$ cat src/rtl/lane_alu_pkg.sv
package lane_alu_pkg;

    localparam int OPC_W = 10;

    localparam logic [OPC_W-1:0] OPC_WADD = 10'h29C;
    localparam logic [OPC_W-1:0] OPC_WSUB = 10'h29D;
    localparam logic [OPC_W-1:0] OPC_HADD = 10'h29E;
    localparam logic [OPC_W-1:0] OPC_HSUB = 10'h29F;
    localparam logic [OPC_W-1:0] OPC_PACK = 10'h2A0;

    typedef enum logic [2:0] {
        K_WADD,
        K_WSUB,
        K_HADD,
        K_HSUB,
        K_PACK,
        K_BAD
    } op_kind_e;

    typedef enum logic {
        ST_IDLE,
        ST_HOLD
    } out_state_e;

endpackage

$ cat src/rtl/lane_op_decode.sv
module lane_op_decode
    import lane_alu_pkg::*;
(
    input  logic [OPC_W-1:0] opcode,
    output op_kind_e         kind
);

    always_comb begin
        unique case (opcode)
            OPC_WADD: kind = K_WADD;
            OPC_WSUB: kind = K_WSUB;
            OPC_HADD: kind = K_HADD;
            OPC_HSUB: kind = K_HSUB;
            OPC_PACK: kind = K_PACK;
            default:  kind = K_BAD;
        endcase
    end

endmodule

$ cat src/rtl/lane_sat_addsub.sv
module lane_sat_addsub #(
    parameter int W = 32
) (
    input  logic [W-1:0] a,
    input  logic [W-1:0] b,
    input  logic         sub,
    input  logic         clamp,
    output logic [W-1:0] y
);

    localparam int EW = W + 1;

    logic [EW-1:0] ext_a;
    logic [EW-1:0] ext_b;
    logic [EW-1:0] wide;
    logic          ovf;
    logic [W-1:0]  limit;

    always_comb begin
        ext_a = {a[W-1], a};
        ext_b = {b[W-1], b};
        wide  = sub ? (ext_a - ext_b) : (ext_a + ext_b);
        // the two top bits disagree only when the value leaves the W-bit range
        ovf   = wide[EW-1] ^ wide[W-1];
        limit = wide[EW-1] ? {1'b1, {(W-1){1'b0}}} : {1'b0, {(W-1){1'b1}}};
        y     = (clamp && ovf) ? limit : wide[W-1:0];
    end

endmodule

$ cat src/rtl/lane_int_alu.sv
module lane_int_alu
    import lane_alu_pkg::*;
#(
    parameter int DATA_W = 32
) (
    input  logic              clk,
    input  logic              rst_n,
    input  logic              in_valid,
    input  logic [9:0]        in_opcode,
    input  logic [DATA_W-1:0] in_src0,
    input  logic [DATA_W-1:0] in_src1,
    input  logic [DATA_W-1:0] in_dst_old,
    input  logic              in_clamp,
    output logic              out_valid,
    output logic [DATA_W-1:0] out_result,
    output logic              out_illegal
);

    localparam int HALF_W = DATA_W / 2;

    op_kind_e          kind;
    out_state_e        state_q;
    out_state_e        state_d;
    logic [DATA_W-1:0] word_y;
    logic [HALF_W-1:0] half_y;
    logic [DATA_W-1:0] next_result;
    logic              next_illegal;

    lane_op_decode u_dec (
        .opcode (in_opcode),
        .kind   (kind)
    );

    lane_sat_addsub #(.W(DATA_W)) u_word (
        .a     (in_src0),
        .b     (in_src1),
        .sub   (kind == K_WSUB),
        .clamp (in_clamp),
        .y     (word_y)
    );

    lane_sat_addsub #(.W(HALF_W)) u_half (
        .a     (in_src0[HALF_W-1:0]),
        .b     (in_src1[HALF_W-1:0]),
        .sub   (kind == K_HSUB),
        .clamp (in_clamp),
        .y     (half_y)
    );

    always_comb begin
        next_illegal = 1'b0;
        unique case (kind)
            K_WADD, K_WSUB: next_result = word_y;
            K_HADD, K_HSUB: next_result = {in_dst_old[DATA_W-1:HALF_W], half_y};
            K_PACK:         next_result = {in_src1[HALF_W-1:0], in_src0[HALF_W-1:0]};
            default: begin
                next_result  = in_dst_old;
                next_illegal = 1'b1;
            end
        endcase
    end

    always_comb begin
        unique case (state_q)
            ST_IDLE: state_d = in_valid ? ST_HOLD : ST_IDLE;
            ST_HOLD: state_d = in_valid ? ST_HOLD : ST_IDLE;
            default: state_d = ST_IDLE;
        endcase
    end

    always_ff @(posedge clk) begin
        if (!rst_n) begin
            state_q <= ST_IDLE;
        end else begin
            state_q <= state_d;
        end
    end

    always_ff @(posedge clk) begin
        if (!rst_n) begin
            out_result  <= '0;
            out_illegal <= 1'b0;
        end else if (in_valid) begin
            out_result  <= next_result;
            out_illegal <= next_illegal;
        end
    end

    assign out_valid = (state_q == ST_HOLD);

endmodule

$ cat config.mk
export PLATFORM = sky130hd
export DESIGN_NAME = lane_int_alu
export DESIGN_NICKNAME = d
export VERILOG_FILES = /design/src/rtl/lane_alu_pkg.sv /design/src/rtl/lane_op_decode.sv /design/src/rtl/lane_sat_addsub.sv /design/src/rtl/lane_int_alu.sv
export SDC_FILE = /design/constraint.sdc
export NUM_CORES = 1
export LEC_CHECK = 0
export BUFFER_PORTS_ARGS = -buffer_cell sky130_fd_sc_hd__buf_2
export CAP_MARGIN = 0
export CORE_MARGIN = 2
export CORE_UTILIZATION = 39
export DETAILED_ROUTE_END_ITERATION = 16
export PLACE_DENSITY = 0.72
export SKIP_CTS_REPAIR_TIMING = 1
export SYNTH_ARGS = -nofsm -noshare
export SYNTH_HDL_FRONTEND = slang
export SYNTH_HIERARCHICAL = 1
export SYNTH_SLANG_ARGS = --single-unit
$ cat constraint.sdc
create_clock -name clk -period 6.45 [get_ports clk]
set_clock_uncertainty 0.05 [all_clocks]
set_input_delay 1.29 -clock clk [delete_from_list [all_inputs] [get_ports clk]]
set_output_delay 1.29 -clock clk [all_outputs]
set_load 0.1 [all_outputs]
**Yosys cells after proc, flatten, opt, wreduce, memory -nomap -nowiden**

Cells that the tools add are included.
W data, S select, Z words.

- Reduce and logical (&&, ||, !) cells: 6
- Bitwise operators: 2
- $add $sub $neg: 4
- Equal/unequal tests: 9
- Multiplexer cells: 10

Operator list:

| operator | number |
|---|---|
| $pmux W32 S3 | 1 |
| $mux W32 | 2 |
| $eq A10 B10 Y1 const B | 5 |
| $add A32 B32 Y33 | 1 |
| $mux W33 | 1 |
| $sub A32 B32 Y33 | 1 |
| $mux W16 | 2 |
| $add A16 B16 Y17 | 1 |
| $mux W17 | 1 |
| $sub A16 B16 Y17 | 1 |
| $pmux W3 S5 | 1 |
| $eq A3 B2 Y1 const B | 2 |
| $reduce_or A5 Y1 | 1 |
| $reduce_or A2 Y1 | 2 |
| $eq A3 B1 Y1 const B | 1 |
| $eq A3 B3 Y1 const B | 1 |
| $logic_not A3 Y1 | 1 |
| $logic_and A1 B1 Y1 | 2 |
| $mux W1 | 2 |
| $xor A1 B1 Y1 | 2 |

- Output and inout bits: 34
- Logic and storage cells: 34
- Bits in registers: 34

**Logic depth before layout (Yosys ltp)**

Gate-level depths: netlist of the first run.

- Depth in word-level cells: 8
- Depth in mapped cells: 24
- Depth with buffers taken out: 21

**Modules after synthesis**

The synthesis of the first run kept the hierarchy.

By module, submodules not included:

| module | seq. area each (µm²) | area an instance (µm²) | cells an instance | times used |
|---|---|---|---|---|
| lane_sat_addsub at u_word | 0.0 | 2,696.3 | 396 | 1 |
| lane_int_alu | 680.7 | 1,963.1 | 195 | 1 |
| lane_sat_addsub at u_half | 0.0 | 1,467.7 | 208 | 1 |
| lane_op_decode | 0.0 | 65.1 | 8 | 1 |

**Worst setup path after synthesis of the first run**

Ideal clock, no wire load.

- Path kind: input port to flip-flop
- Start: input in_opcode[4]
- End: register out_result[26]
- Setup time: 127 ps
- Setup slack: 263 ps
- Path buffers: 5
- Arrival time: 6,010 ps
- Stages on the path: 23
- Data required time: 6,273 ps
- Path through: and4b_1 -> and3_2 -> buf_6 -> buf_4 -> nor3b_1 -> clkbuf_1 -> buf_1 -> nor2_1 -> xnor2_1 -> ha_1 -> nand2_1 -> or4_1 -> a31o_1 -> a21oi_1 -> a211oi_1 -> o31a_1 -> xnor2_1 -> a211o_1 -> buf_6 -> a21o_1 -> and2b_1 -> a21oi_1 -> o22ai_1

- Word-level cells in the longest chain between the ends: 8

Ends and longest elaborated chain:

| what | line | source |
|---|---|---|
| start: declaration | lane_int_alu.sv:9 | `input logic [9:0] in_opcode,` |
| $eq A10 B10 Y1 | lane_op_decode.sv:9 | `unique case (opcode)` |
| $pmux W3 S5 * | lane_op_decode.sv:9 |  |
| net kind[1] | lane_int_alu.sv:21 | `op_kind_e kind;` |
| $eq A3 B1 Y1 * | lane_int_alu.sv:37 | `.sub (kind == K_WSUB),` |
| $mux W33 * | lane_sat_addsub.sv:22 | `wide = sub ? (ext_a - ext_b) : (ext_a + ext_b);` |
| $xor A1 B1 Y1 | lane_sat_addsub.sv:24 | `ovf = wide[EW-1] ^ wide[W-1];` |
| $logic_and A1 B1 Y1 | lane_sat_addsub.sv:26 | `y = (clamp && ovf) ? limit : wide[W-1:0];` |
| $mux W32 * | lane_sat_addsub.sv:26 |  |
| net word_y[26] | lane_int_alu.sv:24 | `logic [DATA_W-1:0] word_y;` |
| $pmux W32 S3 * | lane_int_alu.sv:52 | `unique case (kind)` |
| end signal: assignment | lane_int_alu.sv:84 | `out_result <= next_result;` |
| end: declaration | lane_int_alu.sv:15 | `output logic [DATA_W-1:0] out_result,` |

Mark *: on every way through the listed nets, which the timed path passes. The rest lies on a longest branch.
A chain may end at the register's enable or synchronous reset.

**Worst setup path in the final report of the first run**

- Start: input in_src1[10]
- End: register out_result[26]

- Word-level cells in the longest chain between the ends: 6

Ends and longest elaborated chain:

| what | line | source |
|---|---|---|
| start: declaration | lane_int_alu.sv:11 | `input logic [DATA_W-1:0] in_src1,` |
| $add A32 B32 Y33 / $sub A32 B32 Y33 (equally long branches) | lane_sat_addsub.sv:22 |  |
| $mux W33 * | lane_sat_addsub.sv:22 |  |
| $xor A1 B1 Y1 | lane_sat_addsub.sv:24 |  |
| $logic_and A1 B1 Y1 | lane_sat_addsub.sv:26 |  |
| $mux W32 * | lane_sat_addsub.sv:26 |  |
| net word_y[26] | lane_int_alu.sv:24 |  |
| $pmux W32 S3 * | lane_int_alu.sv:52 |  |

Marked as above.

==> results of run 1 <==
worst register-to-register path, cell delays in order (launching register included):
cell	delay, ns
dfxtp_1	0.32
mux2i_1	0.20
o22ai_1	0.12
per-layer routing:
layer / up-vias / part of all wire [%] / global-route usage (%)
met5: - / 0 / 0
met4: 0 / 2.5 / 6.96
met3: 39 / 5.1 / 2.67
met2: 206 / 47 / 38.5
met1: 3100 / 46 / 30.9
li1: 3289 / - / -
cell type report:
class | count | area share [%]
diodes | 1 | 0.0347
clock buffers | 5 | 1.73
clock inverters | 3 | 0.554
inverters | 27 | 1.40
multi-input cells | 706 | 71.7
flip-flops and latches | 34 | 9.42
well taps | 216 | 3.74
repair buffers | 157 | 11.4
registers in the layout, summed over array words and instances, names as in the netlist:
register and flops:
out_valid 1, out_illegal 1, out_result 32
power by group through the flow:
stage | registers [mW] | clock network (mW) | logic [mW]
floorplan | 0.326 | 0 | 0.437
global placement | 0.234 | 0 | 0.696
detailed placement | 0.234 | 0 | 0.700
CTS | 0.230 | 0.285 | 0.705
global route | 0.231 | 0.294 | 0.775
finish | 0.230 | 0.283 | 0.713
cells in the final DEF (no fill, tap or decap), types with 26 or more instances in the layout:
cell     count
o22ai_1     26
inv_1       27
nor2_1      54
dfxtp_1     34
a21o_1      52
a21oi_1     89
ha_1        50
mux2i_1     50
xnor2_1     70
nand2_1     33
buf_2      143
worst paths after layout:
| kind | endpoint | slack [ns] | cells past startpoint |
|---|---|---|---|
| min | out_result[2] | 0.44 | 2 |
| max | out_result[26] | 0.46 | 23 |
| min reg2reg | out_result[2] | 0.44 | 2 |
| max reg2reg | out_result[16] | 5.61 | 2 |
logic make-up after synthesis:
family / share of synthesized area [%]
compound gates: 31.8
xor+xnor: 12.0
fa+ha+maj: 10.7
buf+inv: 5.42
flops: 11.0
mux: 8.08
simple gates: 21.0
metrics by stage:
| stage | std cells | total power, mW | utilization, % | cell area, um2 | setup slack (ns) |
|---|---|---|---|---|---|
| 2_1_floorplan | 807 | 0.763 | - | 6190 | 0.263 |
| 4_1_cts | 1148 | 1.22 | 45.9 | 7220 | 0.503 |
| 6_report | 1149 | 1.23 | 46.0 | 7220 | 0.461 |
| 3_3_place_gp | 1140 | 0.930 | 44.9 | 7050 | 0.259 |
| 3_5_place_dp | 1140 | 0.934 | 44.9 | 7050 | 0.206 |
| 5_1_grt | 1149 | 1.30 | 46.0 | 7220 | 0.0645 |
==> metrics.md, run 1 <==
| Metric | Value |
|---|---|
| Run status | finished, final reports clean |
| FMAX | 167 MHz |
| Clock share of power | 23.1% |
| Area used by multi-input combinational logic | 0.00518 mm2 |
| GR Util All Layers | 23.0% |
| Sw Ratio | between 40 and 50% |
| Top cell type by total area after synthesis | dfxtp_1 |
| Final setup vio count | 0 |
| Synthesized net count | about 970 |
| Post-route minimum period | 5.99 ns |
| Worst hold-check path type | flip-flop to flip-flop |
| Congestion Overflow GR | 0 |
| Area growth syn-to-layout | 16.6% |
| Yosys top cell area share | between 10% and 20% |
| Routed Antenna Nets | 0 |
| Worst skew pair latency | 0.29 ns |
| Async SR Flop Fraction | 0% |
| PwrDens | between 150 and 200 mW/mm2 |
| DRC violations left | 0 |
| Final Net Count | 1093 |
| Top post-synthesis cells by area | dfxtp_1, ha_1, xnor2_1 |
| Least-Margin Pin Slew | 1.09 ns |
| DRT Pass-1 Iters | 5 |
| Max incr delay on CP | ~0.58 ns |
| Unrepaired setup endpoints after global routing | false |
| Yosys reg bits | 34 |
| Hold Slack | 0.444 ns |
| Share of layout cells above drive strength 1 | 20.4% |
| Die Ht | 130 um |
| CP max-delay cell | or4_1 |
| Final period util | slightly above 90% |
| DRT iter0 DRCs | 534 |
| Total CTS buffers | 5 |
| Sequential area share after synthesis | 11.0% |
| Critical Path Start | in_src1[10] |
| Area of the core | 0.0157 mm2 |
| DP HPWL | 16.0 mm |
| Synth cell types | 72 |
| Post-synth EDFFs | 0 |
| Leak | between 3 and 4 nW |
| Final Wtd Congestion | around 0.9 |
| Switch Pwr | 0.547 mW |
| Register Area | 681 um2 |
| Global-route wire length before repair | about 31 mm |
| Worst slew margin | 27.5% |
| Die Footprint | 0.0169 mm2 |
| Post-Syn Area | about 0.0062 mm2 |
| Synthesis warning total | 6 |
| Vias in the first global route | 6093 |
| Delay-heaviest family, CP | simple AND/OR/NAND/NOR gates |
| CP Launch Type | input port |
| Bufs and invs on worst path | 2 |
| R2r startpoint | out_result[16] |
| Htree depth | 2 |
| Routed len/inst | between 15 and 20 um |
| Post-synth top cells | a21oi_1, xnor2_1, nor2_1 |
| Worst Path Class, Setup | input port to flip-flop |
| Crit path max fanout | 20 |
| Crit path DAT | 6.08 ns |
| Drt via density | 5.77 |
| Peak VDD IR | 0.0000955 V |
| Reg clk slew, reported paths | 0.06 ns |
| CTS tree | done |
| Hold path start | out_result[2] |
| Number of buffers added on ports | 143 |
| CP Cell Sequence | buf_2 -> or4_1 -> or3_1 -> nor2_1 -> nand2_1 -> nor2_1 -> a21oi_1 -> nor2_1 -> o21ai_1 -> xnor2_1 -> ha_1 -> and4_1 -> nand2_1 -> nand2_1 -> a211o_1 -> a21oi_1 -> nand3_1 -> a211o_1 -> buf_4 -> a21o_1 -> and2b_1 -> a21oi_1 -> o22ai_1 |
| Data required, critical path | 6.54 ns |
| Final Hold Vio Count | 0 |
| Comb power frac | 58.2% |
| Max Slew Vio Count | 0 |
| CP Capture Type | flip-flop |
| I/O pin count | 144 |
| Row cnt | between 40 and 50 |
| Pin count of the biggest net entering global routing | 39 |
| Flop pwr share | 18.7% |
| Synthesized instance count | a little over 800 |
| Final wirelength | 19.9 mm |
| CTS max path bufs | 2 |
| Max cap viols | 0 |
| Vias post-DR | between 6000 and 7000 |
| Syn Area/Cell | 7.67 um2 |
| Top_reg_cell synth | dfxtp_1 |
| Clock root buffer | clkbuf_16 |
| Initial antenna violation count | 1 |
| Internal power | 0.679 mW |
| Layout fillers | around 1600 |
| Clock sink total | 34 |
| Most frequent cell after synthesis | a21oi_1 |
| Setup Total Neg Slack | 0 ns |
| Initial Utilization | 39.4% |
| Die Wd | 130 um |
No activity file was read; power rests on OpenSTA's default activity.
==> run 2, diff against run 1 <==
--- a/config.mk
+++ b/config.mk
@@ -9,7 +9,9 @@
 export CAP_MARGIN = 0
 export CORE_MARGIN = 2
 export CORE_UTILIZATION = 39
+export CTS_BUF_LIST = sky130_fd_sc_hd__clkbuf_8
 export DETAILED_ROUTE_END_ITERATION = 16
+export GPL_ROUTABILITY_DRIVEN = 0
 export PLACE_DENSITY = 0.72
 export SKIP_CTS_REPAIR_TIMING = 1
 export SYNTH_ARGS = -nofsm -noshare
==> run 2 against run 1 <==
- utilization barely moved
- worst hold slack improved by 0.0015 ns
- combinational power fell by 0.8%
- clock power fell by 12%
- largest power group unchanged
==> metrics.md, run 2 (synthesis gave the netlist of run 1 again) <==
| Metric | Value |
|---|---|
| Data required, critical path | 6.55 ns (was 6.54 ns) |
| Setup Total Neg Slack | 0 ns (unchanged) |
| Routed Antenna Nets | 0 (unchanged) |
| DP HPWL | 15.5 mm (was 16.0 mm) |
| Final period util | 92.4% (was 92.9%) |
| Initial Utilization | 39.4% (unchanged) |
| Layout fillers | 1611 (was 1596) |
| Total CTS buffers | 5 (unchanged) |
| Routed len/inst | 16.6 um (was 17.3 um) |
| CTS max path bufs | 2 (unchanged) |
| Row cnt | 46 (unchanged) |
| DRC violations left | 0 (unchanged) |
| Run status | finished, final reports clean (unchanged) |
| Worst reg2reg path depth | 2 (unchanged) |
| Reg with most FFs | out_result (unchanged) |
| Peak VDD IR | 0.000102 V (was 0.0000955 V) |
| Worst slew margin | 43.8% (was 27.5%) |
| Max cap viols | 0 (unchanged) |
| Die Wd | 130 um (unchanged) |
| Worst skew pair latency | 0.30 ns (was 0.29 ns) |
| Die Ht | 130 um (unchanged) |
| Pin count of the biggest net entering global routing | 39 (unchanged) |
| Reg clk slew, reported paths | 0.08 ns (was 0.06 ns) |
| Number of buffers added on ports | 143 (unchanged) |
| Leak | 3.14 nW (about the same) |
| Initial antenna violation count | 1 (unchanged) |
| Clock root buffer | clkbuf_8 (was clkbuf_16) |
| Die Footprint | 0.0169 mm2 (unchanged) |
| Crit path max fanout | 15 (was 20) |
| Final wirelength | 19.1 mm (was 19.9 mm) |
| GR Util All Layers | 22.0% (was 23.0%) |
| Congestion Overflow GR | 0 (unchanged) |
| DRT iter0 DRCs | 567 (was 534) |
| Area of the core | 0.0157 mm2 (unchanged) |
| Placed Cells | 1143 (was 1140) |
| Area growth syn-to-layout | 16.5% (was 16.6%) |
| CP Capture Type | flip-flop (unchanged) |
| Hold Path Depth | 2 (unchanged) |
| Vias in the first global route | 6012 (was 6093) |
| CP Launch Type | input port (unchanged) |
| Drt via density | 5.80 (was 5.77) |
| Vias post-DR | 6687 (was 6634) |
| Post-Route Utilization | 45.9% (was 46.0%) |
| Global-route wire length before repair | 30.2 mm (was 31.2 mm) |
| DRT Pass-1 Iters | 5 (unchanged) |
| Final Hold Vio Count | 0 (unchanged) |
| Clock sink total | 34 (unchanged) |
| Flop-to-flop setup slack | 5.67 ns (was 5.61 ns) |
| Unrepaired setup endpoints after global routing | false (unchanged) |
| Least-Margin Pin Slew | 0.841 ns (was 1.09 ns) |
| I/O pin count | 144 (unchanged) |
| Post-route insts no fill | 1152 (was 1149) |
| Final setup vio count | 0 (unchanged) |
| Share of layout cells above drive strength 1 | 20.6% (was 20.4%) |
| Post-route minimum period | 5.96 ns (was 5.99 ns) |
| Most frequent cells in the layout | buf_2, a21oi_1, xnor2_1 (unchanged) |
| FMAX | 168 MHz (was 167 MHz) |
| Worst Path Class, Setup | input port to flip-flop (unchanged) |
| Worst hold-check path type | flip-flop to flip-flop (unchanged) |
| Commonest non-fill, non-tap cell in the layout | buf_2 (unchanged) |
| Max FFs per register | 32 (unchanged) |
| Htree depth | 2 (unchanged) |
| Final Net Count | 1096 (was 1093) |
| Crit path DAT | 6.06 ns (was 6.08 ns) |
| CTS tree | done (unchanged) |
| Max Slew Vio Count | 0 (unchanged) |
| PwrDens | 164 mW/mm2 (was 170 mW/mm2) |
==> run 2: worst paths after layout <==
path                                startpoint             end
worst max-delay path               in_src1[10]  out_result[29]
worst min-delay path             out_result[5]   out_result[5]
worst max register to register  out_result[17]  out_result[17]
worst min register to register   out_result[5]   out_result[5]
==> run 2: metrics by stage <==
step           worst slack (ns)  hold WS (ns)  total power, mW  instance area [um2]
3_3_place_gp              0.342         0.421            0.922                 7080
3_5_place_dp              0.233         0.429            0.927                 7080
4_1_cts                   0.538         0.450             1.18                 7210
2_1_floorplan             0.263         0.939            0.763                 6190
6_report                  0.491         0.445             1.18                 7220
5_1_grt                   0.138         0.474             1.26                 7220
==> run 2: layout make-up <==
class / instances / area [um2] / share of cell area [%]
inverters: 27 / 101 / 1.40
clock inverters: 3 / 68.8 / 0.954
repair buffers: 160 / 843 / 11.7
multi-input cells: 706 / 5180 / 71.8
flip-flops and latches: 34 / 681 / 9.43
diodes: 1 / 2.50 / 0.0347
clock buffers: 5 / 68.8 / 0.954
well taps: 216 / 270 / 3.74
==> run 2: where the power goes <==
part           total, mW  switching (mW)  internal, mW
clock network      0.248          0.0933         0.155
logic              0.707           0.431         0.275
registers          0.229         0.00631         0.223
==> run 2: critical path, cell delays in order <==
cell and delay (ns):
buf_2 0.16, or4_1 0.58, or3_1 0.39, nor2_1 0.16, nand2_1 0.07, nor2_1 0.23
a21oi_1 0.16, nor2_1 0.26, o21ai_1 0.13, xnor2_1 0.15, ha_1 0.36, and4_1 0.26
nand2_1 0.08, nand2_1 0.05, a211o_1 0.29, a21oi_1 0.19, nand3_1 0.15, a211o_1 0.34
buf_4 0.19, a21o_1 0.17, nor2b_1 0.12, a21oi_1 0.16, o22ai_1 0.09
==> run 2: routing by layer <==
layer	wire length [um]	global-route usage [%]	part of all wire (%)
met5	0	0	0
met4	319	4.93	1.7
met3	1040	2.46	5.4
met2	8970	37.0	47
met1	8810	30.2	46
